### src/rtl/bpt_pkg.sv
package bpt_pkg;
    localparam int KINDS      = 3;
    localparam int WINDOWS    = 2;
    localparam int SLOTS      = KINDS * WINDOWS;
    localparam int SLOT_W     = $clog2(SLOTS);
    localparam int CNT_W      = 32;
    localparam int HDR_FIXED  = 16;
    localparam int NAME_W     = 4;
    localparam logic [7:0] MATCH_BYTE = 8'hFA;
    localparam logic [7:0] ANY_BYTE   = 8'hCE;

    typedef enum logic [1:0] {
        K_SILENT = 2'd0,
        K_ANY    = 2'd1,
        K_MATCH  = 2'd2
    } kind_e;

    typedef struct packed {
        logic              armed;
        logic [SLOT_W-1:0] slot;
        logic [CNT_W-1:0]  count;
        logic [SLOTS-1:0]  notify;
        logic [7:0]        rd_data;
    } state_t;

    function automatic kind_e slot_kind(input logic [SLOT_W-1:0] s);
        return (s < SLOT_W'(KINDS)) ? kind_e'(s[1:0]) : kind_e'(2'(s - SLOT_W'(KINDS)));
    endfunction

    function automatic logic [31:0] trig_off(input logic [SLOT_W-1:0] s,
                                             input int mem_win, input int io_win);
        return (s < SLOT_W'(KINDS)) ? 32'(mem_win) + 32'(s) : 32'(io_win) + 32'(s);
    endfunction
endpackage

### src/rtl/bpt_name_rom.sv
module bpt_name_rom
    import bpt_pkg::*;
(
    input  logic [SLOT_W-1:0] slot,
    input  logic [NAME_W-1:0] idx,
    output logic [7:0]        chr,
    output logic [NAME_W-1:0] len
);
    localparam logic [23:0] MEM_STR   = "mem";
    localparam logic [15:0] IO_STR    = "io";
    localparam logic [31:0] SILENT_STR = "none";
    localparam logic [23:0] ANY_STR   = "any";
    localparam logic [39:0] MATCH_STR = "match";

    always_comb begin
        int plen, klen, i, j;
        logic io;
        kind_e k;
        io   = (slot >= SLOT_W'(KINDS));
        k    = slot_kind(slot);
        plen = io ? 2 : 3;
        case (k)
            K_SILENT: klen = 4;
            K_ANY:    klen = 3;
            default:  klen = 5;
        endcase
        len = NAME_W'(plen + 1 + klen);
        i   = int'(idx);
        j   = i - plen - 1;
        chr = 8'h00;
        if (i < plen) begin
            chr = io ? IO_STR[8*(1-i) +: 8] : MEM_STR[8*(2-i) +: 8];
        end else if (i == plen) begin
            chr = 8'h2D;
        end else if (j < klen) begin
            case (k)
                K_SILENT: chr = SILENT_STR[8*(3-j) +: 8];
                K_ANY:    chr = ANY_STR[8*(2-j) +: 8];
                default:  chr = MATCH_STR[8*(4-j) +: 8];
            endcase
        end
    end
endmodule

### src/rtl/bpt_hdr_read.sv
module bpt_hdr_read
    import bpt_pkg::*;
#(
    parameter int ADDR_W  = 12,
    parameter int MEM_WIN = 2048,
    parameter int IO_WIN  = 128
) (
    input  logic [SLOT_W-1:0] slot,
    input  logic [CNT_W-1:0]  count,
    input  logic [ADDR_W-1:0] addr,
    output logic [7:0]        byte_o,
    output logic              in_range
);
    logic [7:0]        name_chr;
    logic [NAME_W-1:0] name_len;
    logic [31:0]       off;

    bpt_name_rom u_rom (
        .slot (slot),
        .idx  (NAME_W'(int'(addr) - HDR_FIXED)),
        .chr  (name_chr),
        .len  (name_len)
    );

    always_comb begin
        off      = trig_off(slot, MEM_WIN, IO_WIN);
        in_range = int'(addr) < HDR_FIXED + int'(name_len);
        byte_o   = 8'h00;
        if (int'(addr) >= HDR_FIXED) begin
            byte_o = name_chr;
        end else begin
            case (addr[3:0])
                4'd0:  byte_o = 8'(slot);
                4'd1:  byte_o = 8'd1;
                4'd4:  byte_o = off[7:0];
                4'd5:  byte_o = off[15:8];
                4'd6:  byte_o = off[23:16];
                4'd7:  byte_o = off[31:24];
                4'd8:  byte_o = (slot_kind(slot) == K_ANY) ? ANY_BYTE : MATCH_BYTE;
                4'd12: byte_o = count[7:0];
                4'd13: byte_o = count[15:8];
                4'd14: byte_o = count[23:16];
                4'd15: byte_o = count[31:24];
                default: byte_o = 8'h00;
            endcase
        end
    end
endmodule

### src/rtl/bus_probe_target.sv
module bus_probe_target
    import bpt_pkg::*;
#(
    parameter int MEM_WIN = 2048,
    parameter int IO_WIN  = 128,
    localparam int ADDR_W = $clog2(2 * MEM_WIN)
) (
    input  logic              clk,
    input  logic              rst_n,
    input  logic              mem_wr_en,
    input  logic              io_wr_en,
    input  logic [ADDR_W-1:0] wr_addr,
    input  logic [7:0]        wr_data,
    input  logic [3:0]        wr_bytes,
    input  logic              rd_en,
    input  logic [ADDR_W-1:0] rd_addr,
    output logic [7:0]        rd_data,
    output logic [SLOTS-1:0]  notify
);
    state_t st_d, st_q;
    logic [7:0] hdr_byte;
    logic       hdr_ok;
    logic       wr_any, arm_wr, hit;
    kind_e      cur_kind;

    bpt_hdr_read #(.ADDR_W(ADDR_W), .MEM_WIN(MEM_WIN), .IO_WIN(IO_WIN)) u_hdr (
        .slot     (st_q.slot),
        .count    (st_q.count),
        .addr     (rd_addr),
        .byte_o   (hdr_byte),
        .in_range (hdr_ok)
    );

    always_comb begin
        st_d     = st_q;
        cur_kind = slot_kind(st_q.slot);
        wr_any   = mem_wr_en | io_wr_en;
        arm_wr   = wr_any && (wr_addr == '0);
        hit      = wr_any && !arm_wr && st_q.armed
                   && (32'(wr_addr) == trig_off(st_q.slot, MEM_WIN, IO_WIN))
                   && ((cur_kind == K_ANY)
                       || ((wr_bytes == 4'd1) && (wr_data == MATCH_BYTE)));

        if (rd_en) begin
            st_d.rd_data = (st_q.armed && hdr_ok) ? hdr_byte : 8'h00;
            if (st_q.armed && hdr_ok && cur_kind != K_SILENT)
                st_d.notify[st_q.slot] = 1'b0;
        end

        if (arm_wr) begin
            st_d.armed = 1'b0;
            if (wr_data < 8'(KINDS)) begin
                st_d.armed = 1'b1;
                st_d.slot  = (mem_wr_en ? SLOT_W'(0) : SLOT_W'(KINDS)) + SLOT_W'(wr_data[1:0]);
                st_d.count = '0;
                st_d.notify[st_d.slot] = 1'b0;
            end
        end else if (hit) begin
            st_d.count = st_q.count + 1'b1;
            if (cur_kind != K_SILENT)
                st_d.notify[st_q.slot] = 1'b1;
        end
    end

    always_ff @(posedge clk) begin
        if (!rst_n) st_q <= '0;
        else        st_q <= st_d;
    end

    assign rd_data = st_q.rd_data;
    assign notify  = st_q.notify;


    slot_legal_chk: assert property (@(posedge clk) disable iff (!rst_n)
        st_q.armed |-> (st_q.slot < SLOT_W'(SLOTS)));


    arm_clears_chk: assert property (@(posedge clk) disable iff (!rst_n)
        (arm_wr && wr_data < 8'(KINDS)) |=> (st_q.armed && st_q.count == '0));


    count_step_chk: assert property (@(posedge clk) disable iff (!rst_n)
        (st_q.armed && !arm_wr) |=> (st_q.count == $past(st_q.count)
                                     || st_q.count == $past(st_q.count) + 1'b1));


    notify_rise_chk: assert property (@(posedge clk) disable iff (!rst_n)
        (|(st_q.notify & ~$past(st_q.notify))) |-> (st_q.count == $past(st_q.count) + 1'b1));


    idle_read_zero_chk: assert property (@(posedge clk) disable iff (!rst_n)
        (rd_en && !st_q.armed) |=> (rd_data == 8'h00));
endmodule

### config.mk
export PLATFORM = sky130hd
export DESIGN_NAME = bus_probe_target
export DESIGN_NICKNAME = d
export VERILOG_FILES = /design/src/rtl/bpt_pkg.sv /design/src/rtl/bpt_name_rom.sv /design/src/rtl/bpt_hdr_read.sv /design/src/rtl/bus_probe_target.sv
export SDC_FILE = /design/constraint.sdc
export NUM_CORES = 1
export LEC_CHECK = 0
export ABC_AREA = 1
export ABC_CLOCK_PERIOD_IN_PS = 5300
export CAP_MARGIN = 10
export CORE_ASPECT_RATIO = 2
export CORE_MARGIN = 8
export CORE_UTILIZATION = 39
export DETAILED_ROUTE_END_ITERATION = 12
export DONT_BUFFER_PORTS = 1
export PLACE_DENSITY = 0.62
export SLEW_MARGIN = 20
export SYNTH_ARGS = -nofsm -noshare
export SYNTH_HDL_FRONTEND = slang
export SYNTH_SLANG_ARGS = --single-unit
### constraint.sdc
create_clock -name clk -period 5.3 [get_ports clk]
set_input_delay 0.265 -clock clk [delete_from_list [all_inputs] [get_ports clk]]
set_output_delay 0.265 -clock clk [all_outputs]
set_load 0.02 [all_outputs]
After elaboration in Yosys (flattened, before gate mapping)
Cells that the tools add are included.
Storage, ports and cells
  output and inout bits: 14
  bits in registers: 50
Operators by class
  bitwise logic cells: 6
  multiplexer cells: 24
  reductions and logical operators: 19
  magnitude comparators: 11
  shift-type cells: 5
  equality and inequality tests: 16
  add/subtract/negate cells: 16
Operator list (number)
  $pmux W8 S11: 1
  $mux W38: 2
  $mux W8: 6
  $mux W42: 1
  $shiftx A40 B10 Y8 const A: 1
  $add A32 B1 Y32 const B: 1
  $eq A12 B32 Y1: 1
  $mux W32: 1
  $shiftx A32 B10 Y8 const A: 1
  $shiftx A24 B10 Y8 const A: 1
  $shiftx A24 B8 Y8 const A: 1
  $eq A4 B4 Y1 const B: 5
  $mux W6: 3
  $eq A4 B3 Y1 const B: 4
  $pmux W8 S2: 1
  $shiftx A16 B8 Y8 const A: 1
  $mux W14: 1
  $sub A3 B6 Y7 const A: 2
  $add A12 B3 Y13 const A: 1
  $and A6 B6 Y6: 2
  $ge A12 B5 Y1 const B: 1
  $logic_not A12 Y1: 1
  $lt A12 B6 Y1: 1
  $not A6 Y6: 2
  37 further kinds: 55

Longest topological paths before layout
  word-level depth: 17
  depth in mapped cells: 27

Cells and area by module
A second synthesis with hierarchy kept.
Unflattened totals
  cell total of the unflattened synthesis: 869
  area, all modules: 5232.5 um^2
By module, submodules not included
  bus_probe_target: area an instance 3459.6 um^2, cells each 542, times used 1
  bpt_name_rom: area an instance 1078.5 um^2, cells each 173, times used 1
  bpt_hdr_read: area an instance 694.4 um^2, cells each 154, times used 1

Worst setup path before layout
No wires, ideal clock.
  kind: register -> register
  start point: register st_q[46] (netlist name)
  end point: register st_q (netlist bit rd_data[3])
  cell stages (with the launch flop): 24
  period minus slack after synthesis: 3.307 ns
  library setup time: 0.070 ns
  arrival time: 3.236 ns
  slack: 1.993 ns
  path through: dfxtp_1 -> buf_6 -> nor2_2 -> inv_2 -> nand2_2 -> inv_1 -> nor2_4 -> inv_1 -> ha_1 -> fa_1 -> inv_1 -> ha_1 -> a21boi_0 -> o211ai_1 -> nand2_1 -> nand2_1 -> nand2_1 -> nor2_1 -> inv_1 -> nor2_1 -> inv_1 -> a21oi_1 -> nand2_1 -> a21oi_1
Between the ends
  cells in the longest elaborated chain, start to end: 12
  elaborated cells between the ends (all ways): 35
Ends and longest elaborated chain
  from (decl): RTL line bus_probe_target.sv:20  | state_t st_d, st_q;
  from (signal assigned): RTL line bus_probe_target.sv:67  | else st_q <= st_d;
  $ge A3 B2 Y1: RTL line bpt_name_rom.sv:19  | io = (slot >= SLOT_W'(KINDS));
  $mux W1: RTL line bpt_name_rom.sv:21  | plen = io ? 2 : 3;
  $sub A4 B2 Y5: RTL line bpt_name_rom.sv:29  | j = i - plen - 1;
  $sub A5 B2 Y6: RTL line bpt_name_rom.sv:29
  $sub A4 B6 Y7, or another cell as far along: RTL line bpt_name_rom.sv:39  | default: chr = MATCH_STR[8*(4-j) +: 8];
  $shiftx A40 B10 Y8, or another cell as far along: RTL line bpt_name_rom.sv:39
  $pmux W8 S2: RTL line bpt_name_rom.sv:36  | case (k)
  $mux W8: RTL line bpt_name_rom.sv:35  | end else if (j < klen) begin
  $mux W8: RTL line bpt_name_rom.sv:33  | end else if (i == plen) begin
  $mux W8: RTL line bpt_name_rom.sv:31  | if (i < plen) begin
  $mux W8: RTL line bpt_hdr_read.sv:29  | if (int'(addr) >= HDR_FIXED) begin
  $mux W8 (*): RTL line bus_probe_target.sv:45  | st_d.rd_data = (st_q.armed && hdr_ok) ? hdr_byte : 8'h00;
Every way passes the cells marked *; elsewhere a longest branch is shown, timed or not.
A chain may end at the register's enable or synchronous reset.

Worst setup path after layout
  start point: register st_q[47] (netlist name)
  end point: register st_q (netlist bit rd_data[3])
Same word-level chain as after synthesis.

==> flow_metrics.env <==
export IMPL_htree_levels=2
export IMPL_place_congestion=0.9689
export IMPL_ys_types=51
export IMPL_worst_pin_slew_ns=0.8246
export IMPL_ff2ff_path_depth=19
export IMPL_cts_setup_buffers=0
export IMPL_tns_ns=0
export IMPL_placed_area_sq_mm=0.004419
export IMPL_pin_count=55
export IMPL_finalSetupViolCount=0
export IMPL_root_buffer="clkbuf_16"
export IMPL_synth_async_reset_ratio=0
export IMPL_clk_pin_slew_worst_paths_ns=0.07
export IMPL_insertion_delay_ns=0.30
export IMPL_powerDensity_mw_per_mm2=191.0
export IMPL_cts_resized=0
export IMPL_hp_class="input port to register"
export IMPL_die_area_sq_mm=0.01521
export IMPL_cts_buffers=5
export IMPL_drt_pass1_iter_count=5
export IMPL_vias=4728
export IMPL_grt_pass1_wl_mm=23.63
export IMPL_syn_area_sq_mm=0.004423
export IMPL_syn_inst=716
export IMPL_synth_edf_count=0
export IMPL_hold_depth=1
export IMPL_dp_hpwl_mm=12.29
export IMPL_criticalPathCategory="register to register"
export IMPL_antenna_found_initial=0
export IMPL_portBuffers=0
export IMPL_end_kind="register"
export IMPL_fin_crit_ns=3.855
export IMPL_seq_area_sq_mm=0.001001
export IMPL_final_area_sq_mm=0.004582
export IMPL_rsz0062_at_grt="false"
export IMPL_syn_nets=779
export IMPL_drc=0
export IMPL_ir_drop_v=0.0001368
export IMPL_first_iter_violations=215
export IMPL_status="finished clean"
export IMPL_r2r_start="st_q[47]"
export IMPL_clock_sinks=50
export IMPL_ys_ff_latch=50
export IMPL_yosys_warnings=0
export IMPL_hold_start="rst_n"
export IMPL_wire_per_inst_um=17.76
export IMPL_core_area_sq_mm=0.01122
export IMPL_fmax_ghz=0.2594
export IMPL_slew_headroom=0.4468
export IMPL_cts_tree="done"
export IMPL_hold_buffers=0
export IMPL_grt_overflow=0
export IMPL_avgSynthCellArea_sq_um=6.177
export IMPL_antenna_cells=0
export IMPL_fin_cells=840
export IMPL_holdWs_ns=0.08864
export IMPL_p_leak_nw=1.848
export IMPL_hold_violations=0
export IMPL_finalWirelength_mm=14.92
export IMPL_drv_slew=0
export IMPL_synthFlopType="dfxtp_1"
export IMPL_finClkSkew_ns=0.006991
export IMPL_fillers=1190
export IMPL_multi_input_area_sq_mm=0.002836
export IMPL_fp_row_count=55
export IMPL_final_layout_size_suffix_gt1_frac=0.07736
export IMPL_worstPathArrival_ns=4.07
export IMPL_maxCapViolCount=0
export IMPL_rrSetupSlack_ns=1.45
export IMPL_dieWidth_um=91.30
export IMPL_area_growth_pct=3.593
export IMPL_min_to="st_q[46]"
export IMPL_viasPerCell=5.629
export IMPL_first_global_vias=4686
export IMPL_crit_required_ns=5.51
export IMPL_startpoint_type="register"
export IMPL_fp_dieH_um=166.6
export IMPL_start_util=0.3943
export IMPL_dp_cells=832
export IMPL_p_total_w=0.0008750
export IMPL_post_route_period_util=0.7273
export IMPL_track_usage=0.1959
export IMPL_ant_nets=0
export IMPL_worstReg2RegEnd="rd_data[3]"
export IMPL_clockBufferDepth=2
export IMPL_nets=760
export IMPL_grt_max_degree=28
export IMPL_path_max_fanout=9
export IMPL_yosysSeqAreaShare=0.2263
-- cell type report --
cell class,instances,area share
clock buffer,7,0.02895
clock inverter,1,0.006554
inverter,105,0.08656
multi-input combinational,534,0.6191
sequential,50,0.2185
tap,142,0.03878
timing repair buffer,1,0.001638
-- state kept, by name, summed over array words and instances, names as in the netlist --
name     cells
rd_data      8
st_q        36
notify       6
-- stage by stage --
| stage | setup WS, ns | utilization |
|---|---|---|
| finish | 1.445 | 0.4085 |
| global route | 1.014 | 0.4085 |
| CTS | 1.442 | 0.4085 |
| detailed placement | 1.455 | 0.3940 |
| global placement | 1.546 | 0.3940 |
| floorplan | 1.993 | - |
-- cell usage in the layout (no fill, tap or decap), types with 11 or more instances in the layout --
cell,n
a21oi_1,58
dfxtp_1,50
ha_1,20
inv_1,92
nand2_1,171
nand3_1,52
nand4_1,11
nor2_1,71
nor3_1,23
o21ai_0,27
o21ai_1,11
-- power by group --
| group | internal [W] | leakage (nW) | switching (W) |
|---|---|---|---|
| logic | 0.0000390 | 1.37 | 0.0000912 |
| registers | 0.000375 | 0.402 | 0.000000000293 |
| clock network | 0.000224 | 0.0781 | 0.000146 |
-- synthesized netlist by cell type (7+ instances only) --
library cell	count	area share
a21oi_1	58	0.066
buf_4	15	0.025
clkbuf_1	7	0.0059
dfxtp_1	50	0.23
ha_1	20	0.057
inv_1	92	0.078
inv_2	10	0.0085
nand2_1	171	0.15
nand2_2	10	0.014
nand3_1	52	0.059
nand4_1	11	0.016
nor2_1	71	0.060
nor2_2	7	0.0099
nor3_1	23	0.026
o21ai_0	27	0.031
o21ai_1	11	0.012
-- worst max-delay path by stage --
stage            endpoint  slack (ns)      from
2_1_floorplan  rd_data[3]        1.99  st_q[46]
3_3_place_gp   rd_data[3]        1.55  st_q[47]
3_5_place_dp   rd_data[3]        1.46  st_q[46]
4_1_cts        rd_data[3]        1.44  st_q[46]
5_1_grt        rd_data[3]        1.01  st_q[46]
6_report       rd_data[3]        1.45  st_q[47]
-- critical path, cell delays in order (launching register included) --
cell and delay, ns:
dfxtp_1 0.51, ha_1 0.35, o21ai_4 0.28, nand2_2 0.12
ha_1 0.24, fa_1 0.48, inv_1 0.04, ha_1 0.25
a21boi_0 0.12, o211ai_1 0.17, nand2_1 0.11, nand2_1 0.07
nand2_1 0.06, nor2_1 0.12, inv_1 0.15, nor2_1 0.26
inv_1 0.09, a21oi_1 0.12, nand2_1 0.07, a21oi_1 0.12
-- cells by family (layout without fill, tap and decap cells) --
group                      count (synthesis)  after routing  synth area share
buffers and inverters                    132            114            0.1324
DFF                                       50             50            0.2263
adders and majority gates                 22             22           0.06563
and+or+nand+nor                          369            369            0.3799
xor gates and xnor gates                   8              8           0.01584
AOI/OAI and AO/OA                        135            135            0.1799
-- metal layers --
layer,part of all wire,global-route usage,vias up
li1,-,-,2325
met1,0.31,0.1617,2171
met2,0.58,0.3892,160
met3,0.037,0.02341,72
met4,0.081,0.1658,0
met5,0,0,-
Power figures use the tool's default switching activity.
